[src/rtl/bcg_pkg.sv]
// Shared types for the burst column address generator.
package bcg_pkg;
    // Order of beats inside the burst window.
    typedef enum logic {
        ORDER_SEQ = 1'b0,
        ORDER_XOR = 1'b1
    } burst_order_e;

    // Width of the burst-length code field.
    localparam int unsigned BL_CODE_W = 3;
    typedef logic [BL_CODE_W-1:0] bl_code_t;
endpackage

[src/rtl/bcg_len_decode.sv]
// Burst-length code decoder.
// Maps a length code to log2 of the beat count.
// Code n in 1..BL_LOG_MAX means 2**n beats; any other code is flagged
// reserved and decodes as 2 beats.
// Assumes BL_LOG_MAX fits in the code field.
module bcg_len_decode
    import bcg_pkg::*;
#(
    parameter int unsigned BL_LOG_MAX = 4,
    parameter int unsigned LOG_W      = $clog2(BL_LOG_MAX + 1)
) (
    input  bl_code_t         code,
    output logic [LOG_W-1:0] len_log,
    output logic             reserved
);
    // Range check of the code and fallback to the shortest burst.
    always_comb begin
        if (code >= bl_code_t'(1) && code <= bl_code_t'(BL_LOG_MAX)) begin
            len_log  = LOG_W'(code);
            reserved = 1'b0;
        end else begin
            len_log  = LOG_W'(1);
            reserved = 1'b1;
        end
    end
endmodule

[src/rtl/bcg_beat_addr.sv]
// Column address of one beat.
// Combines the captured base column, the burst window size and the beat
// index into a column. Bits above the window come from the base
// unchanged. The low bits either count up with wrap or are XORed with
// the beat index.
// Assumes beat < 2**len_log and COL_W >= BL_LOG_MAX.
module bcg_beat_addr
    import bcg_pkg::*;
#(
    parameter int unsigned COL_W      = 9,
    parameter int unsigned BL_LOG_MAX = 4,
    parameter int unsigned LOG_W      = $clog2(BL_LOG_MAX + 1)
) (
    input  logic [COL_W-1:0]      base_col,
    input  logic [LOG_W-1:0]      len_log,
    input  burst_order_e          order,
    input  logic [BL_LOG_MAX-1:0] beat,
    output logic [COL_W-1:0]      col
);
    logic [COL_W-1:0] win_mask;
    logic [COL_W-1:0] beat_ext;
    logic [COL_W-1:0] pick;

    // Window mask, then pick the wrapped sum or the XOR, then merge the high bits back.
    always_comb begin
        win_mask = (COL_W'(1) << len_log) - COL_W'(1);
        beat_ext = COL_W'(beat);
        pick     = (order == ORDER_XOR) ? (base_col ^ beat_ext)
                                        : (base_col + beat_ext);
        col      = (base_col & ~win_mask) | (pick & win_mask);
    end
endmodule

[src/rtl/bcg_pair_seq.sv]
// Beat-pair sequencer.
// Holds the context of the running burst (base column, length, order,
// error) and the index of the pair on show. A start always reloads it.
// Otherwise the burst ends after the last pair is advanced, or at once
// on terminate.
// Assumes BL_LOG_MAX >= 2, so the pair index is at least one bit.
module bcg_pair_seq
    import bcg_pkg::*;
#(
    parameter int unsigned COL_W      = 9,
    parameter int unsigned BL_LOG_MAX = 4,
    parameter int unsigned LOG_W      = $clog2(BL_LOG_MAX + 1),
    parameter int unsigned PAIR_W     = BL_LOG_MAX - 1
) (
    input  logic              clk,
    input  logic              rst_n,
    input  logic              start,
    input  logic [COL_W-1:0]  start_col,
    input  logic [LOG_W-1:0]  dec_log,
    input  logic              dec_err,
    input  burst_order_e      order_in,
    input  logic              advance,
    input  logic              terminate,
    output logic              active,
    output logic [PAIR_W-1:0] pair_idx,
    output logic [COL_W-1:0]  base_col,
    output logic [LOG_W-1:0]  len_log,
    output burst_order_e      order,
    output logic              err,
    output logic              at_last
);
    logic [PAIR_W-1:0] last_idx;

    // Index of the final pair for the captured length.
    always_comb begin
        last_idx = (PAIR_W'(1) << (len_log - LOG_W'(1))) - PAIR_W'(1);
        at_last  = (pair_idx == last_idx);
    end

    // Burst context capture, pair stepping and end of burst.
    always_ff @(posedge clk) begin
        if (!rst_n) begin
            active   <= 1'b0;
            pair_idx <= '0;
            base_col <= '0;
            len_log  <= LOG_W'(1);
            order    <= ORDER_SEQ;
            err      <= 1'b0;
        end else if (start) begin
            active   <= 1'b1;
            pair_idx <= '0;
            base_col <= start_col;
            len_log  <= dec_log;
            order    <= order_in;
            err      <= dec_err;
        end else if (active && (terminate || (advance && at_last))) begin
            active   <= 1'b0;
            pair_idx <= '0;
        end else if (active && advance) begin
            pair_idx <= pair_idx + PAIR_W'(1);
        end
    end
endmodule

[src/rtl/burst_col_gen.sv]
// Burst column address generator, top level.
// Emits a burst two beats per cycle: the even beat on col_even and the
// odd beat on col_odd. Pair 0 appears the cycle after start. last_pair
// follows terminate in the same cycle.
// Assumes the consumer samples outputs only while pair_valid is high.
module burst_col_gen
    import bcg_pkg::*;
#(
    parameter int unsigned COL_W      = 9,
    parameter int unsigned BL_LOG_MAX = 4
) (
    input  logic             clk,
    input  logic             rst_n,
    input  logic             start,
    input  logic [COL_W-1:0] start_col,
    input  logic [2:0]       bl_code,
    input  logic             burst_order,
    input  logic             advance,
    input  logic             terminate,
    output logic [COL_W-1:0] col_even,
    output logic [COL_W-1:0] col_odd,
    output logic             pair_valid,
    output logic             last_pair,
    output logic             bl_err
);
    localparam int unsigned LOG_W  = $clog2(BL_LOG_MAX + 1);
    localparam int unsigned PAIR_W = BL_LOG_MAX - 1;
    localparam int unsigned LANES  = 2;

    logic [LOG_W-1:0]  dec_log;
    logic              dec_err;
    logic              active;
    logic [PAIR_W-1:0] pair_idx;
    logic [COL_W-1:0]  base_col;
    logic [LOG_W-1:0]  len_log;
    burst_order_e      order;
    logic              at_last;
    logic [COL_W-1:0]  lane_col [LANES];

    bcg_len_decode #(.BL_LOG_MAX(BL_LOG_MAX), .LOG_W(LOG_W)) u_dec (
        .code     (bl_code_t'(bl_code)),
        .len_log  (dec_log),
        .reserved (dec_err)
    );

    bcg_pair_seq #(
        .COL_W(COL_W), .BL_LOG_MAX(BL_LOG_MAX), .LOG_W(LOG_W), .PAIR_W(PAIR_W)
    ) u_seq (
        .clk       (clk),
        .rst_n     (rst_n),
        .start     (start),
        .start_col (start_col),
        .dec_log   (dec_log),
        .dec_err   (dec_err),
        .order_in  (burst_order_e'(burst_order)),
        .advance   (advance),
        .terminate (terminate),
        .active    (active),
        .pair_idx  (pair_idx),
        .base_col  (base_col),
        .len_log   (len_log),
        .order     (order),
        .err       (bl_err),
        .at_last   (at_last)
    );

    // One address lane per beat of the pair; the lane number is the low beat bit.
    for (genvar g = 0; g < LANES; g++) begin : g_lane
        bcg_beat_addr #(
            .COL_W(COL_W), .BL_LOG_MAX(BL_LOG_MAX), .LOG_W(LOG_W)
        ) u_addr (
            .base_col (base_col),
            .len_log  (len_log),
            .order    (order),
            .beat     ({pair_idx, 1'(g)}),
            .col      (lane_col[g])
        );
    end

    // Output mapping of lanes and end-of-burst flag.
    always_comb begin
        col_even   = lane_col[0];
        col_odd    = lane_col[1];
        pair_valid = active;
        last_pair  = active && (at_last || terminate);
    end
endmodule

[config.mk]
export PLATFORM = sky130hd
export DESIGN_NAME = burst_col_gen
export DESIGN_NICKNAME = d
export VERILOG_FILES = /design/src/rtl/bcg_pkg.sv /design/src/rtl/bcg_len_decode.sv /design/src/rtl/bcg_beat_addr.sv /design/src/rtl/bcg_pair_seq.sv /design/src/rtl/burst_col_gen.sv
export SDC_FILE = /design/constraint.sdc
export NUM_CORES = 1
export LEC_CHECK = 0
export ABC_AREA = 1
export ABC_CLOCK_PERIOD_IN_PS = 3450
export BUFFER_PORTS_ARGS = -buffer_cell sky130_fd_sc_hd__buf_2
export CAP_MARGIN = 10
export CORE_MARGIN = 2
export CORE_UTILIZATION = 56
export DETAILED_ROUTE_END_ITERATION = 8
export GPL_ROUTABILITY_DRIVEN = 0
export GPL_TIMING_DRIVEN = 0
export PLACE_DENSITY = 0.94
export SLEW_MARGIN = 20
export SYNTH_ARGS = -nofsm -noshare
export SYNTH_HDL_FRONTEND = slang
export SYNTH_HIERARCHICAL = 1
export SYNTH_SLANG_ARGS = --single-unit
export TNS_END_PERCENT = 1
[constraint.sdc]
create_clock -name clk -period 3.45 [get_ports clk]
set_input_delay 0.1725 -clock clk [delete_from_list [all_inputs] [get_ports clk]]
set_output_delay 0.1725 -clock clk [all_outputs]
set_load 0.1 [all_outputs]
== Word-level counts from Yosys, hierarchy flattened ==
Index checks and enable logic that the tools add are counted.

* Logic and storage cells: 41
* Flip-flop bits (word level): 18

* Reduce and logical (&&, ||, !) cells: 9
* Magnitude comparators: 2
* Eq/ne operators: 1
* Shift-type cells: 2
* Bitwise logic cells: 9
* Muxes and demuxes: 6
* Add/subtract/negate cells: 6

{| class="wikitable"
|+ Operators with widths
! operator !! count
|-
| AND 9 bit || 3
|-
| adder 9 x 4 -> 9 bit || 2
|-
| 2-to-1 mux 9 bit || 2
|-
| bitwise OR 9 bit || 2
|-
| XOR 9 x 4 -> 9 bit || 2
|-
| inverter 9 bit || 1
|-
| << shifter 1 x 3 -> 9 bit, first input constant || 1
|-
| subtractor 9 x 2 -> 9 bit, second input constant || 1
|-
| logical AND 1 bit || 5
|-
| adder 3 x 1 -> 3 bit, second input constant || 1
|-
| equality test 3 bit || 1
|-
| greater-or-equal comparator 3 x 1 -> 1 bit, second input constant || 1
|-
| <= comparator 3 bit, second input constant || 1
|-
| 2-to-1 mux 1 bit || 3
|-
| 2-to-1 mux 3 bit || 1
|-
| OR reduction 3 bit || 1
|-
| << shifter 1 x 3 -> 3 bit, first input constant || 1
|-
| subtractor 3 x 1 -> 3 bit, second input constant || 1
|-
| subtractor 3 x 2 -> 3 bit, second input constant || 1
|-
| logical OR 1 bit || 2
|-
| nonzero test 2 bit || 1
|-
| inverter 1 bit || 1
|}

== Logic depth before layout (Yosys ltp) ==
Gate-level depths: netlist of the first run.

* Word-level depth: 9
* Gate-level depth with buffers: 9
* Mapped depth without buffers: 9

== Hierarchy ==
Netlist of the first run, hierarchy kept.

{| class="wikitable"
|+ Modules (own cells, without submodules)
! module !! times used !! sequential area each (um^2) !! cells each !! area each (um^2)
|-
| bcg_pair_seq || 1 || 360.3 || 81 || 732.0
|-
| bcg_beat_addr || 2 || 0.0 || 62 || 337.8
|-
| bcg_len_decode || 1 || 0.0 || 9 || 38.8
|-
| burst_col_gen || 1 || 0.0 || 5 || 18.8
|}

== Worst setup path after synthesis of the first run ==
No wires, ideal clock.

* Kind: flip-flop to output port
* From: register u_seq.base_col[0]
* To: output port col_odd[4]
* Path buffers: 0
* Required time: 3.277 ns
* Path slack: 0.465 ns
* Data arrival time: 2.813 ns
* Stages on the path, launching flop included: 7
* Path through: dfxtp_1 ha_1 inv_1 fa_1 o21ai_2 nand3_1 xnor2_1

* Cells in the longest elaborated chain, start to end: 4

{| class="wikitable"
|+ RTL lines
! element !! RTL line !! source
|-
| start: declaration || bcg_pair_seq.sv:26 || <nowiki>output logic [COL_W-1:0] base_col,</nowiki>
|-
| start signal: assignment || bcg_pair_seq.sv:52 || <nowiki>base_col <= start_col;</nowiki>
|-
| adder 9 x 4 -> 9 bit || bcg_beat_addr.sv:29 || <nowiki>: (base_col + beat_ext);</nowiki>
|-
| 2-to-1 mux 9 bit || bcg_beat_addr.sv:28 || <nowiki>pick = (order == ORDER_XOR) ? (base_col ^ beat_ext)</nowiki>
|-
| AND 9 bit || bcg_beat_addr.sv:30 || <nowiki>col = (base_col & ~win_mask) | (pick & win_mask);</nowiki>
|-
| bitwise OR 9 bit || bcg_beat_addr.sv:30 ||
|-
| end: declaration || burst_col_gen.sv:21 || <nowiki>output logic [COL_W-1:0] col_odd,</nowiki>
|}

No other way between the ends.

== Worst setup path in the final report of the first run ==
Same ends and word-level chain as after synthesis.

==> results of run 1 <==
power groups by stage:
stage / Sequential (mW) / Clock [mW] / Combinational [mW]
floorplan: 0.246 / 0 / 0.198
global placement: 0.239 / 0 / 0.247
detailed placement: 0.239 / 0 / 0.252
CTS: 0.234 / 0.133 / 0.252
global route: 0.237 / 0.141 / 0.271
finish: 0.234 / 0.128 / 0.252
critical path, stage by stage (launching register included):
cell and delay, ns:
dfxtp_1 0.47, ha_1 0.22, inv_1 0.06, fa_1 0.40
o21ai_2 0.22, nand3_1 0.12, xnor2_1 0.15, buf_2 0.44
cells in the final DEF (no fill, tap or decap):
| cell | n |
|---|---|
| nor2_1 | 13 |
| a22o_1 | 11 |
| a21oi_1 | 5 |
| conb_1 | 2 |
| nor2_2 | 4 |
| nand2_2 | 4 |
| nand4_1 | 1 |
| xor2_1 | 2 |
| nor3_1 | 1 |
| clkbuf_1 | 4 |
| o21ai_2 | 2 |
| buf_2 | 40 |
| inv_2 | 8 |
| nand3_2 | 1 |
| clkbuf_8 | 1 |
| nand3_1 | 21 |
| xnor2_1 | 7 |
| nor3_2 | 2 |
| a21oi_2 | 1 |
| fa_1 | 2 |
| a21o_1 | 2 |
| clkbuf_4 | 3 |
| nand2_1 | 50 |
| inv_1 | 33 |
| o21ai_1 | 4 |
| and2_1 | 1 |
| nor2_4 | 2 |
| ha_1 | 10 |
| o21ai_0 | 6 |
| dfxtp_1 | 18 |
per-stage QoR:
stage	hold slack (ns)	area, um2	setup slack [ns]	total power [mW]
after global placement	0.396	1690	1.27	0.485
after floorplan	0.312	1470	0.465	0.444
after global routing	0.0836	1730	0.776	0.649
final	0.0975	1730	0.901	0.614
after detailed placement	0.403	1690	1.23	0.491
after CTS	0.0890	1730	0.882	0.619
cell families after synthesis:
group	Yosys count	share of synthesized area (%)
simple gates	100	31.5
xor+xnor	9	5.38
other cells	2	0.513
compound gates	31	14.5
flops	18	24.6
fa+ha+maj	12	11.3
buf+inv	47	12.2
final timing paths:
kind / to / slack (ns) / cells past startpoint
max: col_odd[4] / 0.90 / 7
min: u_seq/base_col[1]$_SDFFE_PN0P_ / 0.1 / 2
max reg2reg: u_seq/pair_idx[0]$_SDFFE_PP0P_ / 1.83 / 9
min reg2reg: u_seq/err$_SDFFE_PN0P_ / 0.48 / 1
metal layers:
metal  wire length (um)  part of all wire (%)  global-route usage (%)
met5                  0                     0                       0
met4                 44                   1.4                    8.54
met3                184                   5.8                    3.23
met2               1600                    50                    44.0
met1               1350                    43                    28.6
layout make-up:
type / instances / area (um2)
plain buffers: 6 / 25.0
clock buffers: 4 / 36.3
fillers: 237 / 748
inverters: 41 / 154
multi-input cells: 154 / 926
flip-flops and latches: 18 / 360
well taps: 30 / 37.5
repair buffers: 38 / 190
flip-flops by register name (all words and copies together) (netlist names):
| signal | flops |
|---|---|
| u_seq/base_col | 9 |
| u_seq/order | 1 |
| u_seq/len_log | 3 |
| u_seq/pair_idx | 3 |
| u_seq/err | 1 |
| u_seq/active | 1 |
==> results.ini, run 1 <==
[yosys]
synth_area_um2=1470
syn-num-nets=249
ys_ff_latch=18
yosys-top-cells-count=50 x nand2_1, 33 x inv_1, 21 x nand3_1
async_flop_share_pct=0
avgSynthCellArea_um2=6.69
yosysMostFrequentCell=nand2_1
synth_largest_type_area_fraction_pct=24.6
synth_edf_count=0
yosys_warnings=6
synthFlopType=dfxtp_1
netlist_instances=219
synth_sequential_area_ratio_pct=24.6
synth_cell_types=28
ys_top_cells_by_area=dfxtp_1 25%, nand2_1 13%, ha_1 8.5%, inv_1 8.5%, nand3_1 7.2%
synth_top_area_cell=dfxtp_1

[global_routing]
grt-ovfl-total=0
grt.total_usage_pct=24.1
grt_pass1_wl_um=5220
grt_max_degree=11
antenna_found_initial=0
grt_pass1_vias=1304

[power_and_ir_drop]
p_seq_share_pct=38.2
p_leak_nw=0.922
powerDensity_nw_per_um2=355
switching_share_pct=45.1
vdd_ir_drop_max_v=0.000275
p_switching_mw=0.277
clkPwrFrac_pct=20.9
internal_power_mw=0.337
p_comb_share_pct=41.0

[final_layout]
syn_to_final_growth_pct=18.0
diodes=0
fin_nets=292
drive_gt1_share_pct=26.1
final_util_pct=69.8
fin_cells=291

[drt]
first_iter_violations=22
routed_wl_um=3180
route.detailed.drc=0
vias_per_cell=5.10
firstDrtPassIters=4
via_count=1484
detail-route-antenna-nets=0
wl_per_cell_um=10.9

[clock_tree]
cts_resized=0
cts_buffers=3
clk_pin_slew_ns=0.10
post_cts_buffers=0
clock_latency_ns=0.29
cts_buffer_depth=2
cts_hold_buf=0
clockRootBuffer=clkbuf_4
htreeDepth=1
clock_sinks=18
cts_tree=built

[status]
outcome=completed

[setup_path]
endpoint_kind=output pin
path_class=reg2out
critical_path.max_fanout=5
crit_path_start=u_seq/base_col[0]$_SDFFE_PN0P_
timing.rr.start=u_seq/len_log[2]$_SDFFE_PN0P_
cp.required_ns=3.28
crit_arrival_ns=2.38
startpoint_type=flop

[worst_hold_path]
hp-class=in2reg
hp-start=start_col[1]

[floorplan]
fp.coreArea_um2=2480
start_util_pct=59.1
rows=18
die_x_um=55.2
die-area_um2=3040
ios=39
chipHeight_um=55.2

[sta]
finalHoldViolations=0
finalSetupViolCount=0
skew_ns=0.00530
clock.fmax_mhz=392
rsz0062_at_grt=false
tns_ns=0
period_needed_ns=2.55
maxSlewViolCount=0
min_period_over_period_pct=73.9

[place]
placed_cells=287
portBuffers=38
dp_hpwl_um=2660

[run]
drv_cap=0

(Power assumes the default switching activity.)
==> run 2: changes to the inputs <==
--- a/config.mk
+++ b/config.mk
@@ -5,16 +5,16 @@
 export SDC_FILE = /design/constraint.sdc
 export NUM_CORES = 1
 export LEC_CHECK = 0
-export ABC_AREA = 1
-export ABC_CLOCK_PERIOD_IN_PS = 3450
+export ABC_AREA = 0
+export ABC_CLOCK_PERIOD_IN_PS = 2600
 export BUFFER_PORTS_ARGS = -buffer_cell sky130_fd_sc_hd__buf_2
 export CAP_MARGIN = 10
 export CORE_MARGIN = 2
-export CORE_UTILIZATION = 56
+export CORE_UTILIZATION = 53
 export DETAILED_ROUTE_END_ITERATION = 8
 export GPL_ROUTABILITY_DRIVEN = 0
 export GPL_TIMING_DRIVEN = 0
-export PLACE_DENSITY = 0.94
+export PLACE_DENSITY = 0.9
 export SLEW_MARGIN = 20
 export SYNTH_ARGS = -nofsm -noshare
 export SYNTH_HDL_FRONTEND = slang
==> constraint.sdc (replaced) <==
create_clock -name clk -period 2.6 [get_ports clk]
set_input_delay 0.13 -clock clk [delete_from_list [all_inputs] [get_ports clk]]
set_output_delay 0.13 -clock clk [all_outputs]
set_load 0.1 [all_outputs]
==> run 2 against run 1 <==
Effect of this change:
- via count shrank 2.3%
- highest routed layer unchanged
- clock power increased by 39%
- setup slack worse by 0.82 ns
- sequential power grew 35%
- area after synthesis is 1.5% higher
- sequential share of layout area down 0.23 points
- core utilization decreased by 3.0 points
- clock skew decreased by 0.0015 ns
==> results.ini, run 2 <==
[status]
outcome=completed  ; unchanged

[floorplan]
die-area_um2=3250  ; was 3040 um2
rows=19  ; was 18
start_util_pct=54.9  ; was 59.1%
fp.coreArea_um2=2710  ; was 2480 um2
ios=39  ; unchanged
die_x_um=57.0  ; was 55.2 um
chipHeight_um=57.0  ; was 55.2 um

[clock_tree]
clock_sinks=18  ; unchanged
cts_tree=built  ; unchanged
cts_buffer_depth=2  ; unchanged
clk_pin_slew_ns=0.10  ; about the same
cts_hold_buf=0  ; unchanged
cts_buffers=3  ; unchanged
clockRootBuffer=clkbuf_4  ; unchanged
clock_latency_ns=0.31  ; was 0.29 ns
htreeDepth=1  ; unchanged

[worst_hold_path]
hold-path-endpoint=u_seq/active$_SDFFE_PN0P_  ; was u_seq/base_col[1]$_SDFFE_PN0P_
hp-start=terminate  ; was start_col[1]
min_path_cells=2  ; unchanged
hp-class=in2reg  ; unchanged

[yosys]
synth_top_family_by_area=simple AND/OR/NAND/NOR gates  ; unchanged
yosys-top-cells-count=18 x dfxtp_1, 17 x mux2i_1, 15 x nor2b_1  ; was 50 x nand2_1, 33 x inv_1, 21 x nand3_1
yosys.area_share.xor_xnor_pct=5.89  ; was 5.38%
synth-compound-area-share_pct=13.8  ; was 14.5%
avgSynthCellArea_um2=8.31  ; was 6.69 um2
ys_ff_latch=18  ; unchanged
synth_cell_types=38  ; was 28
synthSimpleGateAreaFrac_pct=26.6  ; was 31.5%
yosysMostFrequentCell=dfxtp_1  ; was nand2_1
synth_mux_area_share_pct=13.0  ; was 0%
synth_sequential_area_ratio_pct=24.2  ; was 24.6%
syn-num-nets=209  ; was 249
synthAdderAreaFrac_pct=11.1  ; was 11.3%
synth_top_area_cell=dfxtp_1  ; unchanged
async_flop_share_pct=0  ; unchanged
yosys_warnings=6  ; unchanged
ys_top_cells_by_area=dfxtp_1 24%, mux2i_1 11%, ha_1 8.4%, nor2b_1 6.3%, xor2_1 4.1%  ; was dfxtp_1 25%, nand2_1 13%, ha_1 8.5%, inv_1 8.5%, nand3_1 7.2%
synth_edf_count=0  ; unchanged
synth_area_um2=1490  ; was 1470 um2
synthFlopType=dfxtp_1  ; unchanged
synth_largest_type_area_fraction_pct=24.2  ; was 24.6%
netlist_instances=179  ; was 219

[setup_path]
crit_family=buffers and inverters  ; was adder cells
cp_slowest_stage_delay_ns=0.45  ; was 0.47 ns
r2r_cells=6  ; was 9
cp_num_buf_inv=2  ; unchanged
cp_num_cells=6  ; was 7
timing.rr.start=u_seq/len_log[1]$_SDFFE_PN0P_  ; was u_seq/len_log[2]$_SDFFE_PN0P_
cp.required_ns=2.47  ; was 3.28 ns
path_class=reg2out  ; unchanged
worstReg2RegEnd=u_seq/active$_SDFFE_PN0P_  ; was u_seq/pair_idx[0]$_SDFFE_PP0P_
r2r_slack_ns=0.57  ; was 1.83 ns
crit_arrival_ns=2.39  ; was 2.38 ns
startpoint_type=flop  ; unchanged
critPathSlowestCell=dfxtp_2  ; was dfxtp_1
endpoint_kind=output pin  ; unchanged
critical_path.max_fanout=10  ; was 5
crit_chain=inv_1 > fa_1 > nand3b_1 > a211oi_1 > xor2_1 > buf_2  ; was ha_1 > inv_1 > fa_1 > o21ai_2 > nand3_1 > xnor2_1 > buf_2

[drt]
highest_layer=met4  ; unchanged
met1_length_um=1500  ; was 1350 um
detail-route-antenna-nets=0  ; unchanged
wl_per_cell_um=14.4  ; was 10.9 um
route.detailed.drc=0  ; unchanged
routed_wl_um=3620  ; was 3180 um
vias_per_cell=5.78  ; was 5.10
first_iter_violations=40  ; was 22
met3WireLength_um=209  ; was 184 um
via_count=1450  ; was 1484
firstDrtPassIters=4  ; unchanged
wl_met2_um=1850  ; was 1600 um

[run]
drv_cap=0  ; unchanged

[final_layout]
layout_commonest_cell=buf_2  ; was nand2_1
diodes=0  ; unchanged
syn_to_final_growth_pct=21.6  ; was 18.0%
fin_area_um2=1810  ; was 1730 um2
final_cell_mix=35 x buf_2, 17 x mux2i_1, 15 x nor2b_1, 14 x nand2_1  ; was 50 x nand2_1, 40 x buf_2, 33 x inv_1, 21 x nand3_1, 18 x dfxtp_1
drive_gt1_share_pct=26.8  ; was 26.1%
top_register=u_seq/base_col  ; unchanged
fin_nets=251  ; was 292
reg_top3=u_seq/base_col: 9 flops, u_seq/len_log: 3 flops, u_seq/pair_idx: 3 flops  ; unchanged
largest_reg_flops=9  ; unchanged

[place]
placed_cell_area_um2=1710  ; was 1690 um2
dp_hpwl_um=2630  ; was 2660 um
portBuffers=37  ; was 38

[global_routing]
antenna_found_initial=0  ; unchanged
grt_pass1_vias=1364  ; was 1304
grt.total_usage_pct=22.2  ; was 24.1%
grt_pass1_wl_um=5690  ; was 5220 um
grt_max_degree=20  ; was 11
grt-ovfl-total=0  ; unchanged

[sta]
tns_ns=0  ; unchanged
relSlewSlack_pct=64.7
maxSlewViolCount=0  ; unchanged
finalSetupViolCount=0  ; unchanged
min_period_over_period_pct=97.0
period_needed_ns=2.52
skew_ns=0.00381  ; was 0.00530 ns
finalHoldViolations=0  ; unchanged
clock.fmax_mhz=396
hold_slack_ns=0.0344  ; was 0.0975 ns
worst_slew_pin_slew_ns=0.528

[power_and_ir_drop]
p_leak_nw=0.849  ; was 0.922 nW
powerDensity_nw_per_um2=467  ; was 355 nW/um2
vdd_ir_drop_max_v=0.000393  ; was 0.000275 V

run 2: metrics by stage:
stage	power (mW)	instances	utilization, %	setup WS [ns]
global placement	0.657	247	63.2	0.0720
CTS	0.839	251	65.5	-0.0186
global route	0.879	251	66.8	-0.00623
detailed placement	0.665	247	63.2	0.0372
finish	0.845	251	66.8	0.0775
floorplan	0.603	179	-	-0.735
run 2: kinds of logic after synthesis:
logic type,count (synthesis)
adders and majority gates,12
muxes,19
xor gates and xnor gates,10
DFF,18
AOI/OAI and AO/OA,31
other,2
buffers and inverters,19
and+or+nand+nor,68
run 2: routing by layer:
layer  track usage (%)  vias to the layer above
met5                 0                        -
met4              8.97                        0
met3              2.95                        5
met2              40.1                       52
met1              26.6                      683
li1                  -                      710
run 2: worst max path at each step:
stage | slack, ns | end | start
floorplan | -0.74 | col_even[2] | u_seq/pair_idx[0]$_SDFFE_PP0P_
global placement | 0.07 | last_pair | u_seq/len_log[0]$_SDFFE_PN1P_
detailed placement | 0.04 | last_pair | u_seq/len_log[0]$_SDFFE_PN1P_
CTS | -0.02 | col_odd[4] | u_seq/base_col[0]$_SDFFE_PN0P_
global route | -0.006 | last_pair | u_seq/len_log[2]$_SDFFE_PN0P_
finish | 0.08 | col_even[6] | u_seq/pair_idx[0]$_SDFFE_PP0P_
run 2: cell type report:
class	count	area [um2]
multi-input cells	142	1080
fillers	213	901
flip-flops and latches	18	373
repair buffers	37	206
inverters	12	45.0
well taps	31	38.8
clock buffers	4	36.3
plain buffers	7	28.8
run 2: what timing repair did:
action | 4_1_cts | 5_1_grt
setup endpoints to repair | 5 | 5
gates resized for setup | 10 | 9
cloned | 0 | 0
buffers inserted | 0 | 0
pin swaps | 0 | 1
run 2: where the power goes:
group / switching, mW / total [mW] / internal, mW
combinational: 0.262 / 0.352 / 0.0900
clock: 0.0919 / 0.178 / 0.0857
sequential: 0.0274 / 0.316 / 0.289
total: 0.381 / 0.845 / 0.464
==> run 3: changes to the inputs <==
--- a/config.mk
+++ b/config.mk
@@ -10,11 +10,11 @@
 export BUFFER_PORTS_ARGS = -buffer_cell sky130_fd_sc_hd__buf_2
 export CAP_MARGIN = 10
 export CORE_MARGIN = 2
-export CORE_UTILIZATION = 53
+export CORE_UTILIZATION = 45
 export DETAILED_ROUTE_END_ITERATION = 8
 export GPL_ROUTABILITY_DRIVEN = 0
 export GPL_TIMING_DRIVEN = 0
-export PLACE_DENSITY = 0.9
+export PLACE_DENSITY = 0.8
 export SLEW_MARGIN = 20
 export SYNTH_ARGS = -nofsm -noshare
 export SYNTH_HDL_FRONTEND = slang
==> run 3 against run 2 <==
Effect of this change:
- via count decreased by 3.3%
- clock power decreased by 4%
- hold slack improved by 0.012 ns
- largest cell class unchanged
- highest routed layer unchanged
==> results.ini, run 3 (synthesis results as in run 2) <==
[status]
outcome=completed  ; unchanged

[global_routing]
grt-ovfl-total=0  ; unchanged
grt_max_degree=20  ; unchanged
grt_pass1_wl_um=5200  ; was 5690 um
antenna_found_initial=0  ; unchanged
grt.total_usage_pct=18.1  ; was 22.2%
grt_pass1_vias=1209  ; was 1364

[final_layout]
reg_top3=u_seq/base_col: 9 flops, u_seq/len_log: 3 flops, u_seq/pair_idx: 3 flops  ; unchanged
fillers=316  ; was 213
multi_input_area_um2=1070  ; was 1080 um2
layout_commonest_cell=buf_2  ; unchanged
top_register=u_seq/base_col  ; unchanged
final_util_pct=58.4  ; was 66.8%
diodes=0  ; unchanged
regArea_um2=368  ; was 373 um2
drive_gt1_share_pct=26.8  ; unchanged
largest_reg_flops=9  ; unchanged
syn_to_final_growth_pct=21.9  ; was 21.6%
fin_nets=251  ; unchanged
final_cell_mix=34 x buf_2, 17 x mux2i_1, 15 x nor2b_1, 14 x nand2_1  ; was 35 x buf_2, 17 x mux2i_1, 15 x nor2b_1, 14 x nand2_1
fin_area_um2=1810  ; about the same

[clock_tree]
clockRootBuffer=clkbuf_4  ; unchanged
clock_sinks=18  ; unchanged
cts_buffer_depth=2  ; unchanged
cts_hold_buf=0  ; unchanged
cts_tree=built  ; unchanged
htreeDepth=1  ; unchanged
clk_pin_slew_ns=0.10  ; about the same
clock_latency_ns=0.29  ; was 0.31 ns
cts_buffers=3  ; unchanged

[setup_path]
endpoint_kind=output pin  ; unchanged
crit_path_start=u_seq/len_log[0]$_SDFFE_PN1P_  ; was u_seq/pair_idx[0]$_SDFFE_PP0P_
critical_path.max_fanout=12  ; was 10
r2r_slack_ns=0.52  ; was 0.57 ns
startpoint_type=flop  ; unchanged
cp.required_ns=2.47  ; about the same
path_class=reg2out  ; unchanged
timing.rr.start=u_seq/len_log[0]$_SDFFE_PN1P_  ; was u_seq/len_log[1]$_SDFFE_PN0P_
r2r_cells=6  ; unchanged
crit_arrival_ns=2.39  ; about the same
worstReg2RegEnd=u_seq/active$_SDFFE_PN0P_  ; unchanged

[worst_hold_path]
hp-class=in2reg  ; unchanged
min_path_cells=2  ; unchanged
hold-path-endpoint=u_seq/active$_SDFFE_PN0P_  ; unchanged
hp-start=terminate  ; unchanged

[sta]
skew_ns=0.00125  ; was 0.00381 ns
finalHoldViolations=0  ; unchanged
hold_slack_ns=0.0459  ; was 0.0344 ns
clock.fmax_mhz=396  ; about the same
min_period_over_period_pct=97.1  ; was 97.0%
period_needed_ns=2.52  ; about the same
finalSetupViolCount=0  ; unchanged
worst_slew_pin_slew_ns=0.501  ; was 0.528 ns
maxSlewViolCount=0  ; unchanged
finalWorstSetupSlack_ns=0.0751  ; was 0.0775 ns
relSlewSlack_pct=66.6  ; was 64.7%

[power_and_ir_drop]
vdd_ir_drop_max_v=0.000262  ; was 0.000393 V
p_leak_nw=0.850  ; was 0.849 nW
powerDensity_nw_per_um2=462  ; was 467 nW/um2
p_total_mw=0.837  ; was 0.845 mW

[floorplan]
rows=20  ; was 19
start_util_pct=47.9  ; was 54.9%
chipHeight_um=61.5  ; was 57.0 um
ios=39  ; unchanged
die-area_um2=3780  ; was 3250 um2
fp.coreArea_um2=3100  ; was 2710 um2
die_x_um=61.5  ; was 57.0 um

[run]
drv_cap=0  ; unchanged

[drt]
route.detailed.drc=0  ; unchanged
via_count=1402  ; was 1450
wl_per_cell_um=12.3  ; was 14.4 um
routed_wl_um=3260  ; was 3620 um
first_iter_violations=22  ; was 40
firstDrtPassIters=4  ; unchanged
vias_per_cell=5.31  ; was 5.78
detail-route-antenna-nets=0  ; unchanged

[place]
place_ws_ns=0.0513  ; was 0.0372 ns
portBuffers=37  ; unchanged
dp_hpwl_um=2510  ; was 2630 um
placed_cell_area_um2=1730  ; was 1710 um2

[run 3: how the worst max path moves through the flow]
stage | to | cells past startpoint
6_report | last_pair | 7
5_1_grt | last_pair | 7
4_1_cts | last_pair | 7
3_5_place_dp | last_pair | 7
3_3_place_gp | last_pair | 7
2_1_floorplan | col_even[2] | 5
[run 3: cell type report]
class | instances | area share [%]
multi-input cells | 142 | 59.1
flip-flops and latches | 18 | 20.3
well taps | 44 | 3.04
plain buffers | 7 | 1.59
repair buffers | 37 | 11.5
clock buffers | 4 | 2.00
inverters | 12 | 2.48
[run 3: where the power goes]
group | total (mW) | internal, mW | switching (mW)
registers | 0.318 | 0.290 | 0.0277
clock network | 0.170 | 0.0852 | 0.0853
logic | 0.349 | 0.0898 | 0.259
total | 0.837 | 0.465 | 0.372
[run 3: stage by stage]
stage,setup TNS [ns],std cells
2_1_floorplan,-2.99,179
3_3_place_gp,0,260
3_5_place_dp,0,260
4_1_cts,0,264
5_1_grt,-0.0191,264
6_report,0,264
[run 3: critical path, stage by stage (launching register included)]
cell	delay [ns]
dfxtp_2	0.49
or3b_4	0.44
ha_1	0.31
xnor2_1	0.16
a21o_1	0.17
a31oi_1	0.16
o21a_1	0.15
buf_6	0.22
[run 3: routing by layer]
metal	routed length (um)	GRT usage, %
met1	1470	23.3
met2	1560	30.7
met3	194	2.52
met4	38	6.69
met5	0	0
[run 3: what timing repair did]
item / in CTS / in global routing
setup endpoints to repair: 3 / 5
setup buffers: 0 / 0
resized for setup: 11 / 7
gates cloned: 0 / 0
